### config.mk
export PLATFORM = sky130hd
export DESIGN_NAME = ddr3_wl_sched
export DESIGN_NICKNAME = d
export VERILOG_FILES = /design/src/rtl/ddr3_wl_pkg.sv /design/src/rtl/mr2_check.sv /design/src/rtl/wr_delay_line.sv /design/src/rtl/burst_beats.sv /design/src/rtl/ddr3_wl_sched.sv
export SDC_FILE = /design/constraint.sdc
export NUM_CORES = 1
export LEC_CHECK = 0
export BUFFER_PORTS_ARGS = -buffer_cell sky130_fd_sc_hd__buf_4
export CAP_MARGIN = 0
export CORE_MARGIN = 5
export CORE_UTILIZATION = 45
export CTS_CLUSTER_DIAMETER = 50
export DETAILED_ROUTE_END_ITERATION = 16
export GPL_ROUTABILITY_DRIVEN = 0
export GPL_TIMING_DRIVEN = 0
export MAX_ROUTING_LAYER = met4
export PLACE_DENSITY = 0.67
export SETUP_SLACK_MARGIN = 0.15
export SYNTH_ARGS = -nofsm -noshare
export SYNTH_HDL_FRONTEND = slang
export SYNTH_SLANG_ARGS = --single-unit
### constraint.sdc
create_clock -name clk -period 3.4 [get_ports clk]
set_input_delay 0.17 -clock clk [delete_from_list [all_inputs] [get_ports clk]]
set_output_delay 0.17 -clock clk [all_outputs]
set_load 0.01 [all_outputs]
### src/rtl/ddr3_wl_pkg.sv
package ddr3_wl_pkg;

    typedef enum logic [1:0] {
        CMD_NOP   = 2'b00,
        CMD_MRS   = 2'b01,
        CMD_WRITE = 2'b10,
        CMD_OTHER = 2'b11
    } cmd_e;

    typedef struct packed {
        logic [2:0] cwl_code;
        logic [1:0] odt;
        logic       asr;
        logic       srt;
    } mr2_cfg_t;

    localparam int          ADDR_W       = 14;
    localparam int          BANK_W       = 3;
    localparam logic [2:0]  MR2_SEL      = 3'b010;
    localparam logic [13:0] MR2_RSV_MASK = 14'b11100100000111;
    localparam logic [2:0]  CWL_MAX_CODE = 3'd5;
    localparam logic [1:0]  ODT_BAD_CODE = 2'b11;
    localparam int          CWL_BASE     = 5;

    localparam mr2_cfg_t MR2_RESET = '{cwl_code: 3'd0, odt: 2'd0, asr: 1'b0, srt: 1'b0};

    function automatic logic [3:0] cwl_cycles(input logic [2:0] code);
        return 4'(CWL_BASE) + {1'b0, code};
    endfunction

endpackage

### src/rtl/mr2_check.sv
module mr2_check
    import ddr3_wl_pkg::*;
(
    input  logic [ADDR_W-1:0] addr,
    output mr2_cfg_t          cfg,
    output logic              rsv_bad,
    output logic              code_bad
);

    always_comb begin
        cfg.cwl_code = addr[5:3];
        cfg.odt      = addr[10:9];
        cfg.asr      = addr[6];
        cfg.srt      = addr[7];
        rsv_bad      = |(addr & MR2_RSV_MASK);
        code_bad     = (addr[5:3] > CWL_MAX_CODE) || (addr[10:9] == ODT_BAD_CODE);
    end

endmodule

### src/rtl/wr_delay_line.sv
module wr_delay_line #(
    parameter int MAX_WL = 31,
    localparam int WL_W  = $clog2(MAX_WL + 1)
) (
    input  logic            clk,
    input  logic            rst_n,
    input  logic            wr_in,
    input  logic [WL_W-1:0] wl,
    output logic            tap,
    output logic            busy
);

    typedef struct packed {
        logic [MAX_WL-1:0] sr;
    } dl_state_t;

    dl_state_t st_d, st_q;

    always_comb begin
        st_d    = st_q;
        st_d.sr = st_q.sr >> 1;
        for (int i = 0; i < MAX_WL; i++) begin
            if (wr_in && (wl == WL_W'(i + 1))) begin
                st_d.sr[i] = 1'b1;
            end
        end
    end

    always_ff @(posedge clk) begin
        if (!rst_n) begin
            st_q <= '0;
        end else begin
            st_q <= st_d;
        end
    end

    assign tap  = st_q.sr[0];
    assign busy = |st_q.sr;

    // an accepted write always leaves a pending token behind
    a_r4_token_stored: assert property (@(posedge clk) disable iff (!rst_n)
        (wr_in && wl != '0) |=> busy);

    // tokens only move toward the tap, never appear from nowhere
    a_r9_no_spurious_tap: assert property (@(posedge clk) disable iff (!rst_n)
        (!busy && !wr_in) |=> !tap);

endmodule

### src/rtl/burst_beats.sv
module burst_beats #(
    parameter int BEATS = 4,
    localparam int IDX_W = (BEATS > 1) ? $clog2(BEATS) : 1
) (
    input  logic             clk,
    input  logic             rst_n,
    input  logic             start,
    output logic             valid,
    output logic [IDX_W-1:0] idx,
    output logic             active
);

    typedef struct packed {
        logic [IDX_W-1:0] cnt;
    } bb_state_t;

    bb_state_t st_d, st_q;

    always_comb begin
        st_d = st_q;
        if (start) begin
            st_d.cnt = IDX_W'(BEATS - 1);
        end else if (st_q.cnt != '0) begin
            st_d.cnt = st_q.cnt - 1'b1;
        end
    end

    always_ff @(posedge clk) begin
        if (!rst_n) begin
            st_q <= '0;
        end else begin
            st_q <= st_d;
        end
    end

    assign valid  = start || (st_q.cnt != '0);
    assign idx    = start ? '0 : IDX_W'(BEATS - int'(st_q.cnt));
    assign active = (st_q.cnt != '0);

    // the beat after a launch carries index 1
    generate
        if (BEATS > 1) begin : g_multi
            a_r4_second_beat: assert property (@(posedge clk) disable iff (!rst_n)
                start |=> (valid && idx == IDX_W'(1)));
        end
    endgenerate

    // a beat index never reaches the burst length
    a_r4_idx_range: assert property (@(posedge clk) disable iff (!rst_n)
        valid |-> (int'(idx) < BEATS));

endmodule

### src/rtl/ddr3_wl_sched.sv
module ddr3_wl_sched
    import ddr3_wl_pkg::*;
#(
    parameter int MAX_WL = 31,
    parameter int BEATS  = 4,
    localparam int WL_W  = $clog2(MAX_WL + 1),
    localparam int IDX_W = (BEATS > 1) ? $clog2(BEATS) : 1
) (
    input  logic             clk,
    input  logic             rst_n,
    input  logic [1:0]       cmd_code,
    input  logic [2:0]       cmd_bank,
    input  logic [13:0]      cmd_addr,
    input  logic [WL_W-1:0]  add_lat,
    input  logic [2:0]       speed_bin,
    output logic             wr_launch,
    output logic             beat_valid,
    output logic [IDX_W-1:0] beat_idx,
    output logic [3:0]       cwl_cyc,
    output logic [WL_W-1:0]  wl_cyc,
    output logic [1:0]       odt_mode,
    output logic             asr_en,
    output logic             srt_ext,
    output logic             mr2_err,
    output logic             bin_mismatch
);

    typedef struct packed {
        mr2_cfg_t cfg;
        mr2_cfg_t held;
        logic     held_v;
        logic     err;
    } top_state_t;

    top_state_t st_d, st_q;

    cmd_e            cmd;
    mr2_cfg_t        new_cfg;
    logic            rsv_bad, code_bad;
    logic            is_mr2, is_wr, bad, busy;
    logic            line_busy, tap, burst_active;
    logic [WL_W:0]   wl_sum;
    logic [WL_W-1:0] wl_now;

    assign cmd    = cmd_e'(cmd_code);
    assign is_mr2 = (cmd == CMD_MRS) && (cmd_bank == MR2_SEL);
    assign is_wr  = (cmd == CMD_WRITE);
    assign bad    = rsv_bad || code_bad;
    assign busy   = line_busy || burst_active;

    mr2_check u_check (
        .addr     (cmd_addr),
        .cfg      (new_cfg),
        .rsv_bad  (rsv_bad),
        .code_bad (code_bad)
    );

    always_comb begin
        wl_sum = (WL_W + 1)'(cwl_cycles(st_q.cfg.cwl_code)) + (WL_W + 1)'(add_lat);
        if (wl_sum > (WL_W + 1)'(MAX_WL)) begin
            wl_now = WL_W'(MAX_WL);
        end else begin
            wl_now = wl_sum[WL_W-1:0];
        end
    end

    always_comb begin
        st_d     = st_q;
        st_d.err = is_mr2 && bad;
        if (is_mr2 && !bad) begin
            if (!busy) begin
                st_d.cfg    = new_cfg;
                st_d.held_v = 1'b0;
            end else begin
                st_d.held   = new_cfg;
                st_d.held_v = 1'b1;
            end
        end else if (st_q.held_v && !busy && !is_wr) begin
            st_d.cfg    = st_q.held;
            st_d.held_v = 1'b0;
        end
    end

    always_ff @(posedge clk) begin
        if (!rst_n) begin
            st_q.cfg    <= MR2_RESET;
            st_q.held   <= MR2_RESET;
            st_q.held_v <= 1'b0;
            st_q.err    <= 1'b0;
        end else begin
            st_q <= st_d;
        end
    end

    wr_delay_line #(.MAX_WL(MAX_WL)) u_line (
        .clk   (clk),
        .rst_n (rst_n),
        .wr_in (is_wr),
        .wl    (wl_now),
        .tap   (tap),
        .busy  (line_busy)
    );

    burst_beats #(.BEATS(BEATS)) u_beats (
        .clk    (clk),
        .rst_n  (rst_n),
        .start  (tap),
        .valid  (beat_valid),
        .idx    (beat_idx),
        .active (burst_active)
    );

    assign wr_launch    = tap;
    assign cwl_cyc      = cwl_cycles(st_q.cfg.cwl_code);
    assign wl_cyc       = wl_now;
    assign odt_mode     = st_q.cfg.odt;
    assign asr_en       = st_q.cfg.asr;
    assign srt_ext      = st_q.cfg.srt;
    assign mr2_err      = st_q.err;
    assign bin_mismatch = (st_q.cfg.cwl_code != speed_bin);

    // a rejected value raises the error and leaves the setting alone
    a_r5_bad_ignored: assert property (@(posedge clk) disable iff (!rst_n)
        (is_mr2 && bad) |=> (mr2_err && $stable(st_q.cfg)));

    // commands to other registers never disturb the setting while idle
    a_r2_other_bank: assert property (@(posedge clk) disable iff (!rst_n)
        ((cmd == CMD_MRS) && !is_mr2 && !st_q.held_v) |=> $stable(st_q.cfg));

    // nothing is applied while a write is in flight
    a_r10_hold_busy: assert property (@(posedge clk) disable iff (!rst_n)
        busy |=> $stable(st_q.cfg));

    // the active latency code is always a legal one
    a_r6_code_legal: assert property (@(posedge clk) disable iff (!rst_n)
        (st_q.cfg.cwl_code <= CWL_MAX_CODE) && (st_q.cfg.odt != ODT_BAD_CODE));

    // total latency is never below the CAS write latency
    a_r3_wl_floor: assert property (@(posedge clk) disable iff (!rst_n)
        (wl_cyc >= WL_W'(cwl_cyc)));

endmodule

* After elaboration in Yosys (flattened, before gate mapping)
Index checks and enable logic that the tools add are counted.
** Operators by class
- Add/subtract/negate cells :: 4
- $lt $le $gt $ge :: 2
- Equal/unequal tests :: 37
- Mux-type cells :: 41
- Reductions and logical operators :: 50
** Operators by type and width (count)
- $eq A5 B5 Y1 const B :: 16
- $eq A5 B4 Y1 const B :: 8
- $logic_and A1 B1 Y1 :: 36
- $mux W1 :: 34
- $reduce_or A31 Y1 :: 1
- $mux W7 :: 3
- $eq A5 B3 Y1 const B :: 4
- $eq A5 B2 Y1 const B :: 2
- $reduce_or A7 Y1 :: 1
- $add A4 B5 Y6 :: 1
- $gt A6 B5 Y1 const B :: 1
- $mux W2 :: 3
- $reduce_bool A2 Y1 :: 3
- $eq A5 B1 Y1 const B :: 1
- $mux W5 :: 1
- $add A3 B3 Y4 const A :: 1
- $eq A2 B2 Y1 const B :: 2
- $logic_or A1 B1 Y1 :: 4
- $reduce_and A2 Y1 :: 2
- $eq A3 B2 Y1 const B :: 1
- $gt A3 B3 Y1 const B :: 1
- $logic_not A1 Y1 :: 3
- $ne A3 B3 Y1 :: 1
- $eq A2 B1 Y1 const B :: 1
- other kinds (3) :: 3
** Storage, ports and cells
- Register bits after elaboration :: 49
- Bits of input ports :: 29
- Logic and storage cells :: 146

* Longest topological paths before layout
Gate-level depths: netlist (run 1).
- Word-level depth :: 7
- Depth in mapped cells :: 10
- Mapped depth without buffers :: 9

* By module
Synthesis (run 1) repeated with hierarchy kept, for this count alone.
** Second synthesis, totals
- Cells, all modules :: 264
- Area total of the unflattened synthesis :: 2434.8 um^2
** Modules (own cells, without submodules)
- wr_delay_line :: times used 1, cells each 122, area an instance 1192.4 um^2, sequential area each 620.6 um^2
- ddr3_wl_sched :: times used 1, cells each 118, area an instance 1051.0 um^2, sequential area each 320.3 um^2
- burst_beats :: times used 1, cells each 13, area an instance 115.1 um^2, sequential area each 40.0 um^2
- mr2_check :: times used 1, cells each 11, area an instance 76.3 um^2, sequential area each 0.0 um^2

* Worst setup path before layout (run 1)
No wires, ideal clock.
- Path type :: reg-to-reg
- Start :: reg st_q[13] (netlist name)
- End :: reg u_line.st_q[13] (netlist name)
- Arrival :: 2.365 ns
- Data required time :: 3.341 ns
- Path slack :: 0.975 ns
- Cell stages (with the launch flop) :: 10
- Path buffers :: 1
- Cell sequence :: dfxtp_1 ha_1 inv_1 fa_1 and2b_4 and4b_1 a22oi_4 buf_6 nor3_2 a22o_1
** On the way
- Longest elaborated chain between the ends :: 7
** RTL lines
- start, declared :: line ddr3_wl_sched.sv:35 : top_state_t st_d, st_q;
- start signal, assigned :: line ddr3_wl_sched.sv:91 : st_q <= st_d;
- $add A3 B3 Y4 *
- via cwl_cyc[1] :: line ddr3_wl_sched.sv:19 : output logic [3:0] cwl_cyc,
- $add A4 B5 Y6 * :: line ddr3_wl_sched.sv:59 : wl_sum = (WL_W + 1)'(cwl_cycles(st_q.cfg.cwl_code)) + (WL_W + 1)'(add_lat);
- $gt A6 B5 Y1 :: line ddr3_wl_sched.sv:60 : if (wl_sum > (WL_W + 1)'(MAX_WL)) begin
- $mux W5 * :: line ddr3_wl_sched.sv:60
- via wl_cyc[4] :: line ddr3_wl_sched.sv:20 : output logic [WL_W-1:0] wl_cyc,
- $eq A5 B4 Y1 * :: line wr_delay_line.sv:23 : if (wr_in && (wl == WL_W'(i + 1))) begin
- $logic_and A1 B1 Y1 * :: line wr_delay_line.sv:23
- $mux W1 * :: line wr_delay_line.sv:23
- end signal, assigned :: line wr_delay_line.sv:33 : st_q <= st_d;
- end, declared :: line wr_delay_line.sv:17 : dl_state_t st_d, st_q;
Mark *: on every way through the listed nets, which the timed path passes. The rest lies on a longest branch.
A chain may end at the register's enable or synchronous reset.

* Worst setup path after layout (run 1)
- Start :: reg st_q[13] (netlist name)
- End :: out wl_cyc[4]
** On the way
- Longest elaborated chain between the ends :: 4
** RTL lines
- $add A3 B3 Y4 * :: line ddr3_wl_pkg.sv:28 : return 4'(CWL_BASE) + {1'b0, code};
- $add A4 B5 Y6 * :: line ddr3_wl_sched.sv:59
- $gt A6 B5 Y1 :: line ddr3_wl_sched.sv:60
- $mux W5 * :: line ddr3_wl_sched.sv:60
- end, declared :: line ddr3_wl_sched.sv:20
Mark *: on every way between the ends. The rest lies on a longest branch, timed or not.

==> results of run 1 <==
==> cell type report <==
cell class | instances | area share [%]
Tap cell | 72 | 2.92
Clock inverter | 3 | 1.42
Multi-Input combinational cell | 177 | 45.8
Inverter | 9 | 1.09
Clock buffer | 5 | 2.23
Timing Repair Buffer | 46 | 11.2
Buffer | 14 | 3.60
Sequential cell | 49 | 31.8
==> critical path, delay by kind of cell, from the launching register on <==
family	cells	cell delay, ps
AO/OA/AOI/OAI	1	110
adder cells (fa/ha/maj)	2	690
buffers and inverters	4	520
flip-flops	1	370
AND/OR/NAND/NOR	2	530
==> kinds of logic (layout without fill, tap and decap cells) <==
kind of cell               count (synthesis)  after routing  share of synthesized area, %
buffers and inverters                     23             77                          5.71
DFF                                       49             49                          38.6
xor gates and xnor gates                   7              7                          2.71
and+or+nand+nor                           79             79                          19.9
muxes                                     15             15                          5.91
AOI/OAI and AO/OA                         69             69                          23.4
adders and majority gates                  7              7                          3.74
==> power by group through the flow <==
stage,registers [mW],clock network [mW],logic [mW]
finish,0.592,0.423,0.294
global route,0.594,0.452,0.322
CTS,0.592,0.431,0.299
detailed placement,0.605,0,0.298
global placement,0.605,0,0.292
floorplan,0.604,0,0.188
==> flip-flops by register name (all words and copies together), names as in the netlist <==
name / flops
odt_mode: 2
srt_ext: 1
u_line.st_q: 31
mr2_err: 1
u_beats.st_q: 2
asr_en: 1
st_q: 11
==> layer usage <==
metal	part of all wire, %	global-route usage [%]
met3	2.8	2.91
met5	0	-
met4	1.0	3.88
met2	50	26.4
met1	47	21.9
==> how the worst max path moves through the flow <==
stage / startpoint / depth (start not counted) / end
after global placement: st_q[13]$_SDFFE_PN0P_ / 9 / u_line.st_q[28]$_SDFF_PN0_
final: st_q[13]$_SDFFE_PN0P_ / 9 / wl_cyc[4]
after detailed placement: st_q[13]$_SDFFE_PN0P_ / 9 / u_line.st_q[13]$_SDFF_PN0_
after global routing: st_q[13]$_SDFFE_PN0P_ / 9 / wl_cyc[4]
after CTS: st_q[13]$_SDFFE_PN0P_ / 8 / wl_cyc[4]
after floorplan: st_q[13]$_SDFFE_PN0P_ / 9 / u_line.st_q[13]$_SDFF_PN0_
==> layout by cell type, fill, tap and decap left out, drive strengths merged, types with 4 or more instances in the layout <==
| master | Yosys | final |
|---|---|---|
| a22o | 23 | 23 |
| o221ai | 6 | 6 |
| nor4 | 10 | 10 |
| nor2b | 9 | 9 |
| a21oi | 11 | 11 |
| ha | 6 | 6 |
| clkbuf | 5 | 10 |
| dfxtp | 49 | 49 |
| inv | 9 | 10 |
| nor2 | 7 | 7 |
| buf | 9 | 55 |
| nand2b | 8 | 8 |
| o21ai | 12 | 12 |
| nand2 | 14 | 14 |
| o21a | 4 | 4 |
| mux2i | 15 | 15 |
| nand3 | 6 | 6 |
| xnor2 | 6 | 6 |
| and3 | 9 | 9 |
==> metrics by stage <==
stage | setup WS (ps) | area (um2) | power [mW] | std cells | utilization (%)
2_1_floorplan | 975 | 2540 | 0.792 | 249 | -
3_5_place_dp | 799 | 2980 | 0.903 | 367 | 54.1
4_1_cts | 668 | 3090 | 1.32 | 375 | 56.1
5_1_grt | 564 | 3090 | 1.37 | 375 | 56.1
6_report | 686 | 3090 | 1.31 | 375 | 56.1
3_3_place_gp | 806 | 2980 | 0.896 | 367 | 54.1
==> metrics, run 1 <==
status=finished clean; CP max-delay cell=fa_1; fin crit share=79.8%; Primary FF master, synth=dfxtp_1; die width=around 85 um; Synth warnings=0; CP Max Fanout=10; dpl hpwl=approximately 4500 um; slew margin rel.=between 60% and 70%; I/O Buffers=46; syn avg cell area=roughly 10 um2; crit path launch type=flop; post_cts resized=0; Max H-tree Level=2; IO Pins=48; HP Start=cmd_addr[3]; worst-skew pair later-pin latency=about 300 ps; area of the multi-input gates=between 0.001 and 0.0015 mm2; FF+latch count, synth=49; Peak Freq=roughly 370 MHz; CTS tree=yes; vias per cell=5.57; largest cells by area after synthesis=dfxtp_1 39%, a22o_1 7.9%, mux2i_1 5.9%; R2R Path End=u_line.st_q[13]$_SDFF_PN0_; syn_nets=285; Clock Skew=4.82 ps; R2R Path Start=st_q[13]$_SDFFE_PN0P_; global-route congestion overflow total=0; Vias=2,090; Post-synth EDFFs=0; clock-pin transition on the worst setup and hold timing paths=roughly 90 ps; die height=roughly 85 um; core area=approximately 0.0055 mm2; dominant cell type by area after synthesis=dfxtp_1; drt first pass iters=4; initial antenna violation count=0; most used cell along the critical path=inv_1; Pleak=1.35 nW; root buf cell=clkbuf_8; Async S/R FF share, synth=0%; max-cap viol count=0; worst hold stages=3; Synth-to-Final Area Change=21.6%; Fin Hold WS=134 ps; Synth top cells by count=49 x dfxtp_1, 23 x a22o_1, 15 x mux2i_1; Slew Viols, Final=0; P_sw=about 370 uW; critical path class=reg2out; CTS Sinks=49; Final #Nets=around 340; CP max stage delay=roughly 450 ps; Total Routing Usage GR=16.6%; Synth Instances=approximately 250; Reg2Reg Setup Slack=between 700 and 800 ps; Final Hold Vio Count=0; Slew @ Worst Pin=479 ps; vias in the first global route=around 2.0k; ANT nets after route=0; setup bufs post-CTS=0; row count=27; worst hold path type=in2reg; Fillers=just over 500; initial core utilization=a little under half; RSZ-0062 raised after global routing=false; ANT cells=0; DRT iter0 DRCs=around 120; Max clock buf depth=2; mapped cell area=~0.0025 mm2; post-synth cell types=between 50 and 60; total wire length=~5900 um; post-synth top area share=about two fifths; worst path arrival time=~2500 ps; post-DR wirelength/cell=15.8 um; min Tclk post-route=about 2700 ps; crit-path cells=inv_1 -> ha_1 -> inv_1 -> fa_1 -> and2b_4 -> and4b_1 -> a22oi_4 -> buf_6 -> buf_4; CTS Buf Count=5; Worst EP required=3230 ps; Reg power frac=between 40% and 50%; first-pass GRT wire length=around 9500 um; Reg2Reg Depth=10; post-synthesis sequential area ratio=38.6%; die area=between 0.007 and 0.008 mm2; CP endpoint kind=primary output; Logic pwr share=roughly 23%; Clock Power Share=between 30% and 40%; Worst Hold Path EP=st_q[6]$_SDFFE_PN0P_; Power Internal=940 uW; largest net degree at the start of global routing=17; pwr/cell area=424 mW/mm2; final setup violation count=0; Hold Buf Count CTS=0; Residual DRC=0; switch share=28.2%; top-count cell post-synth=dfxtp_1; layout cells sized above 1=~28%; register area=about 980 um2; worst vdd ir=0.201 mV; Total Neg Setup Slack=0 ps
No activity file was read; power rests on OpenSTA's default activity.
==> run 2: changes to the inputs <==
- clock period: 3.4 -> 2.6 ns (I/O delays scaled with it)
==> metrics, run 2 (synthesis gave the netlist of run 1 again) <==
status=finished clean; slew margin rel.=68.2% (+0.13 points); Reg power frac=44.5% (-0.7 points); drt first pass iters=5 (+1); Clock Skew=3.39 ps (-1.43 ps); register with the most flip-flops=u_line.st_q; pwr/cell area=533 mW/mm2 (+26%); critical path launch point=st_q[13]$_SDFFE_PN0P_; Peak Freq=roughly 400 MHz; number of flip-flops in the largest register=31 (unchanged); critical path class=reg2out; vias per cell=5.55 (-0.45%); worst vdd ir=0.262 mV (+31%); root buf cell=clkbuf_8; R2R Path End=u_line.st_q[26]$_SDFF_PN0_; commonest non-fill, non-tap cell in the layout=buf_4; RSZ-0062 raised after global routing=true; worst-skew pair later-pin latency=300 ps (about the same); fin crit share=a little over nine tenths; vias in the first global route=2,026 (+1.9%); die height=85.1 um (unchanged); Worst EP required=2470 ps (-760 ps); initial core utilization=46.1% (unchanged); Reg2Reg Setup Slack=170 ps (-620 ps); Max H-tree Level=2 (unchanged); switch share=28.3% (+0.11 points); commonest cells after routing, fill and taps aside=56 x buf_4, 47 x dfxtp_1, 23 x a22o_1, 15 x mux2i_1, 14 x nand2_1; DRT iter0 DRCs=134 (+14%); P_sw=491 uW (+33%); Clock Power Share=32.0% (-0.3 points); worst hold path type=in2reg; IO Pins=48 (unchanged); I/O Buffers=46 (unchanged); layout cells sized above 1=34.4% (+6.0 points); Inst Count DP=367 (unchanged); initial antenna violation count=0 (unchanged); die area=0.00725 mm2 (unchanged); clock-pin transition on the worst setup and hold timing paths=90 ps (about the same); Max clock buf depth=2 (unchanged); Vias=2,125 (+1.7%); CP endpoint kind=primary output; Final #Nets=346 (+2.4%); row count=27 (unchanged); Reg2Reg Depth=10 (unchanged); worst path arrival time=2310 ps (-230 ps); crit path launch type=flop; final setup violation count=0 (unchanged); Final Hold Vio Count=0 (unchanged); largest registers=u_line.st_q (31), st_q (11); Logic pwr share=23.5% (+1.0 points); die width=85.1 um (unchanged); placed cell areas=0.00298 mm2 (unchanged); Slew Viols, Final=0 (unchanged); final instance area=0.00325 mm2 (+5.3%); end of the critical path=wl_cyc[4]; Synth-to-Final Area Change=28.0%; Total Routing Usage GR=16.9% (+0.29 points); CTS tree=yes; Power Internal=1.24 mW (+32%); dpl hpwl=4550 um (unchanged); total wire length=6060 um (+2.5%); max-cap viol count=0 (unchanged); Total Neg Setup Slack=0 ps (unchanged); core area=0.00551 mm2 (unchanged); Residual DRC=0 (unchanged); CP Max Fanout=5 (-5); Pleak=1.39 nW (+3.1%); ANT nets after route=0 (unchanged); first-pass GRT wire length=9720 um (+2.1%); post-DR wirelength/cell=15.8 um (+0.31%); largest net degree at the start of global routing=17 (unchanged); ANT cells=0 (unchanged); global-route congestion overflow total=0 (unchanged); CTS Buf Count=5 (unchanged); Slew @ Worst Pin=477 ps (-1.92 ps); Layout Cells excl Fill=383 (+2.1%); R2R Path Start=st_q[13]$_SDFFE_PN0P_; total power=1.73 mW (+33%); min Tclk post-route=2440 ps; CTS Sinks=49 (unchanged)
[run 2: cell types whose count changed in the layout (fill, tap and decap cells not counted), moves of 2 or more]
cell / delta
ha_1: -3
buf_6: +3
and3_4: +3
inv_2: +2
buf_4: +5
dfxtp_1: -2
ha_4: +3
and3_1: -3
inv_1: -2
[run 2: cell type report]
class                           count  area [um2]
Timing Repair Buffer               54         413
Buffer                             14         115
Clock buffer                        5        68.8
Inverter                            9        33.8
Multi-Input combinational cell    177        1500
Clock inverter                      3        43.8
Fill cell                         505        2250
Sequential cell                    49         986
Tap cell                           72        90.1
[run 2: through the flow]
| step | worst slack [ps] | utilization [%] | hold slack (ps) |
|---|---|---|---|
| 2_1_floorplan | 175 | - | 296 |
| 3_3_place_gp | 6.43 | 54.1 | 394 |
| 3_5_place_dp | -0.534 | 54.1 | 408 |
| 4_1_cts | 146 | 57.3 | 91.3 |
| 5_1_grt | 97.0 | 59.1 | 106 |
| 6_report | 161 | 59.1 | 93.5 |
[run 2: worst min-delay path by stage]
stage	from	to	depth (start not counted)	slack [ps]
floorplan	cmd_addr[7]	st_q[2]$_SDFFE_PN0P_	2	300
global placement	cmd_addr[7]	st_q[2]$_SDFFE_PN0P_	3	390
detailed placement	cmd_addr[3]	st_q[6]$_SDFFE_PN0P_	3	410
CTS	cmd_addr[3]	st_q[6]$_SDFFE_PN0P_	3	90
global route	cmd_addr[3]	st_q[6]$_SDFFE_PN0P_	3	110
finish	cmd_addr[3]	st_q[6]$_SDFFE_PN0P_	3	90
[run 2: power groups by stage]
stage          combinational, mW  clock [mW]  sequential [mW]
2_1_floorplan              0.246           0            0.789
4_1_cts                    0.399       0.564            0.773
3_5_place_dp               0.390           0            0.791
3_3_place_gp               0.381           0            0.791
6_report                   0.407       0.555            0.773
5_1_grt                    0.444       0.591            0.775
[run 2: worst max-delay path: stages, from the launching register on]
cell,delay [ps]
dfxtp_4,380
ha_4,290
inv_2,40
fa_2,390
and2b_4,280
and4b_1,230
a22oi_4,110
buf_6,160
buf_6,110
[run 2: layer usage]
layer	wire (um)	track usage (%)	part of all wire [%]
met2	3010	27.2	50
met1	2740	22.1	45
met4	58	3.88	0.96
met5	0	-	0
met3	255	2.91	4.2
[run 2: timing repair]
| action | 4_1_cts | 5_1_grt |
|---|---|---|
| buffers inserted | 3 | 5 |
| setup endpoints to repair | 30 | 24 |
| hold buffers | 0 | 0 |
| resized for setup | 10 | 10 |
| pin swaps | 2 | 4 |
==> run 3: changes to the inputs <==
- ABC_AREA: not set -> 0
- CORE_UTILIZATION: 45 -> 35
- PLACE_DENSITY: 0.67 -> not set
==> metrics, run 3 (synthesis gave the netlist of run 1 again) <==
ANT cells=0 (unchanged); critical path class=reg2out; HP Start=cmd_addr[6]; Slew Viols, Final=0 (unchanged); max-cap viol count=0 (unchanged); dpl hpwl=4650 um (+2.2%); IO Pins=48 (unchanged); worst path arrival time=2320 ps (about the same); die width=95.2 um (+12%); Clock Skew=12.7 ps (+9.36 ps); DRT iter0 DRCs=94 (-30%); clock-pin transition on the worst setup and hold timing paths=90 ps (about the same); Vias=2,148 (+1.1%); post-DR wirelength/cell=15.3 um (-3.3%); CP Max Fanout=8 (+3); crit path launch type=flop; layout cells sized above 1=34.7% (+0.31 points); Max H-tree Level=2 (unchanged); Synth-to-Final Area Change=29.9%; row count=31 (+15%); die area=0.00906 mm2 (+25%); core area=0.00718 mm2 (+30%); initial antenna violation count=0 (unchanged); CTS tree=yes; global-route congestion overflow total=0 (unchanged); Total Routing Usage GR=14.9% (-2.0 points); status=finished clean; Peak Freq=408 MHz (-0.44%); Hold Buf Count CTS=0 (unchanged); pwr/cell area=502 mW/mm2 (-5.8%); total power=1.66 mW (-4.4%); vias in the first global route=2,123 (+4.8%); initial core utilization=35.4% (-11 points); critical path launch point=st_q[13]$_SDFFE_PN0P_; final setup violation count=0 (unchanged); CTS Buf Count=5 (unchanged); RSZ-0062 raised after global routing=true; Worst EP required=2470 ps (about the same); worst vdd ir=0.202 mV (-23%); Slew @ Worst Pin=460 ps (-17.3 ps); drt first pass iters=4 (-1); Final #Nets=349 (+0.87%); CP endpoint kind=primary output; die height=95.2 um (+12%); slew margin rel.=69.3% (+1.2 points); CTS Sinks=49 (unchanged); commonest non-fill, non-tap cell in the layout=buf_4; R2R Path Start=st_q[13]$_SDFFE_PN0P_; largest registers=u_line.st_q (31), st_q (11); register with the most flip-flops=u_line.st_q; I/O Buffers=46 (unchanged); Max clock buf depth=2 (unchanged); total wire length=6320 um (+4.3%); ANT nets after route=0 (unchanged); root buf cell=clkbuf_8; worst-skew pair later-pin latency=300 ps (about the same); vias per cell=5.20 (-6.3%); Core Util, Final=46.0% (-13 points); min Tclk post-route=2450 ps (+10.9 ps); commonest cells after routing, fill and taps aside=59 x buf_4, 47 x dfxtp_1, 23 x a22o_1, 15 x mux2i_1, 14 x nand2_1; number of flip-flops in the largest register=31 (unchanged); first-pass GRT wire length=10,400 um (+6.7%); Pleak=1.40 nW (+0.61%); Residual DRC=0 (unchanged); largest net degree at the start of global routing=16 (-1); fin crit share=94.2% (+0.42 points); worst hold path type=in2reg; Final Hold Vio Count=0 (unchanged)
## run 3: where the power goes
part	leakage [nW]	internal (mW)	total [mW]	switching [mW]
clock	0.0512	0.216	0.474	0.258
sequential	0.397	0.764	0.771	0.00740
combinational	0.948	0.191	0.414	0.223
## run 3: through the flow
step / hold slack, ps / instance area [um2] / TNS, ps / setup slack [ps] / std cells
6_report: 84.6 / 3300 / 0 / 150 / 413
5_1_grt: 88.0 / 3300 / 0 / 76.8 / 413
4_1_cts: 78.4 / 3200 / 0 / 137 / 408
3_5_place_dp: 402 / 3010 / -16.3 / -16.3 / 394
3_3_place_gp: 394 / 3010 / 0 / 30.7 / 394
2_1_floorplan: 296 / 2540 / 0 / 175 / 249
## run 3: cell type report
class,instances,area (um2)
clock inverters,2,13.8
inverters,9,36.3
fillers,725,3870
flip-flops and latches,49,988
multi-input cells,178,1520
clock buffers,6,82.6
plain buffers,14,115
well taps,99,124
repair buffers,56,424
## run 3: repair_timing
action,4_1_cts,5_1_grt
pin swaps,5,8
buffers inserted,6,4
setup endpoints to repair,30,30
cloned,0,1
resized for setup,12,9
## run 3: final timing paths
kind,endpoint,slack (ps),depth (start not counted)
worst min-delay path,st_q[3]$_SDFFE_PN0P_,80,3
worst min register to register,u_line.st_q[20]$_SDFF_PN0_,460,2
worst max-delay path,wl_cyc[4],150,9
worst max register to register,u_line.st_q[2]$_SDFF_PN0_,190,8
## run 3: metal layers
layer / vias up / global-route usage, % / part of all wire (%)
li1: 1062 / - / -
met1: 1014 / 19.9 / 48
met2: 59 / 22.8 / 47
met3: 13 / 2.68 / 3.2
met4: 0 / 4.93 / 1.1
met5: - / - / 0
## run 3: critical path, cell delays in order, from the launching register on
cell and delay (ps):
dfxtp_4 380, ha_4 180, xnor2_4 180, ha_4 230, buf_6 130, and2b_4 170, and4b_1 200, a22oi_4 270
buf_6 170, buf_6 100
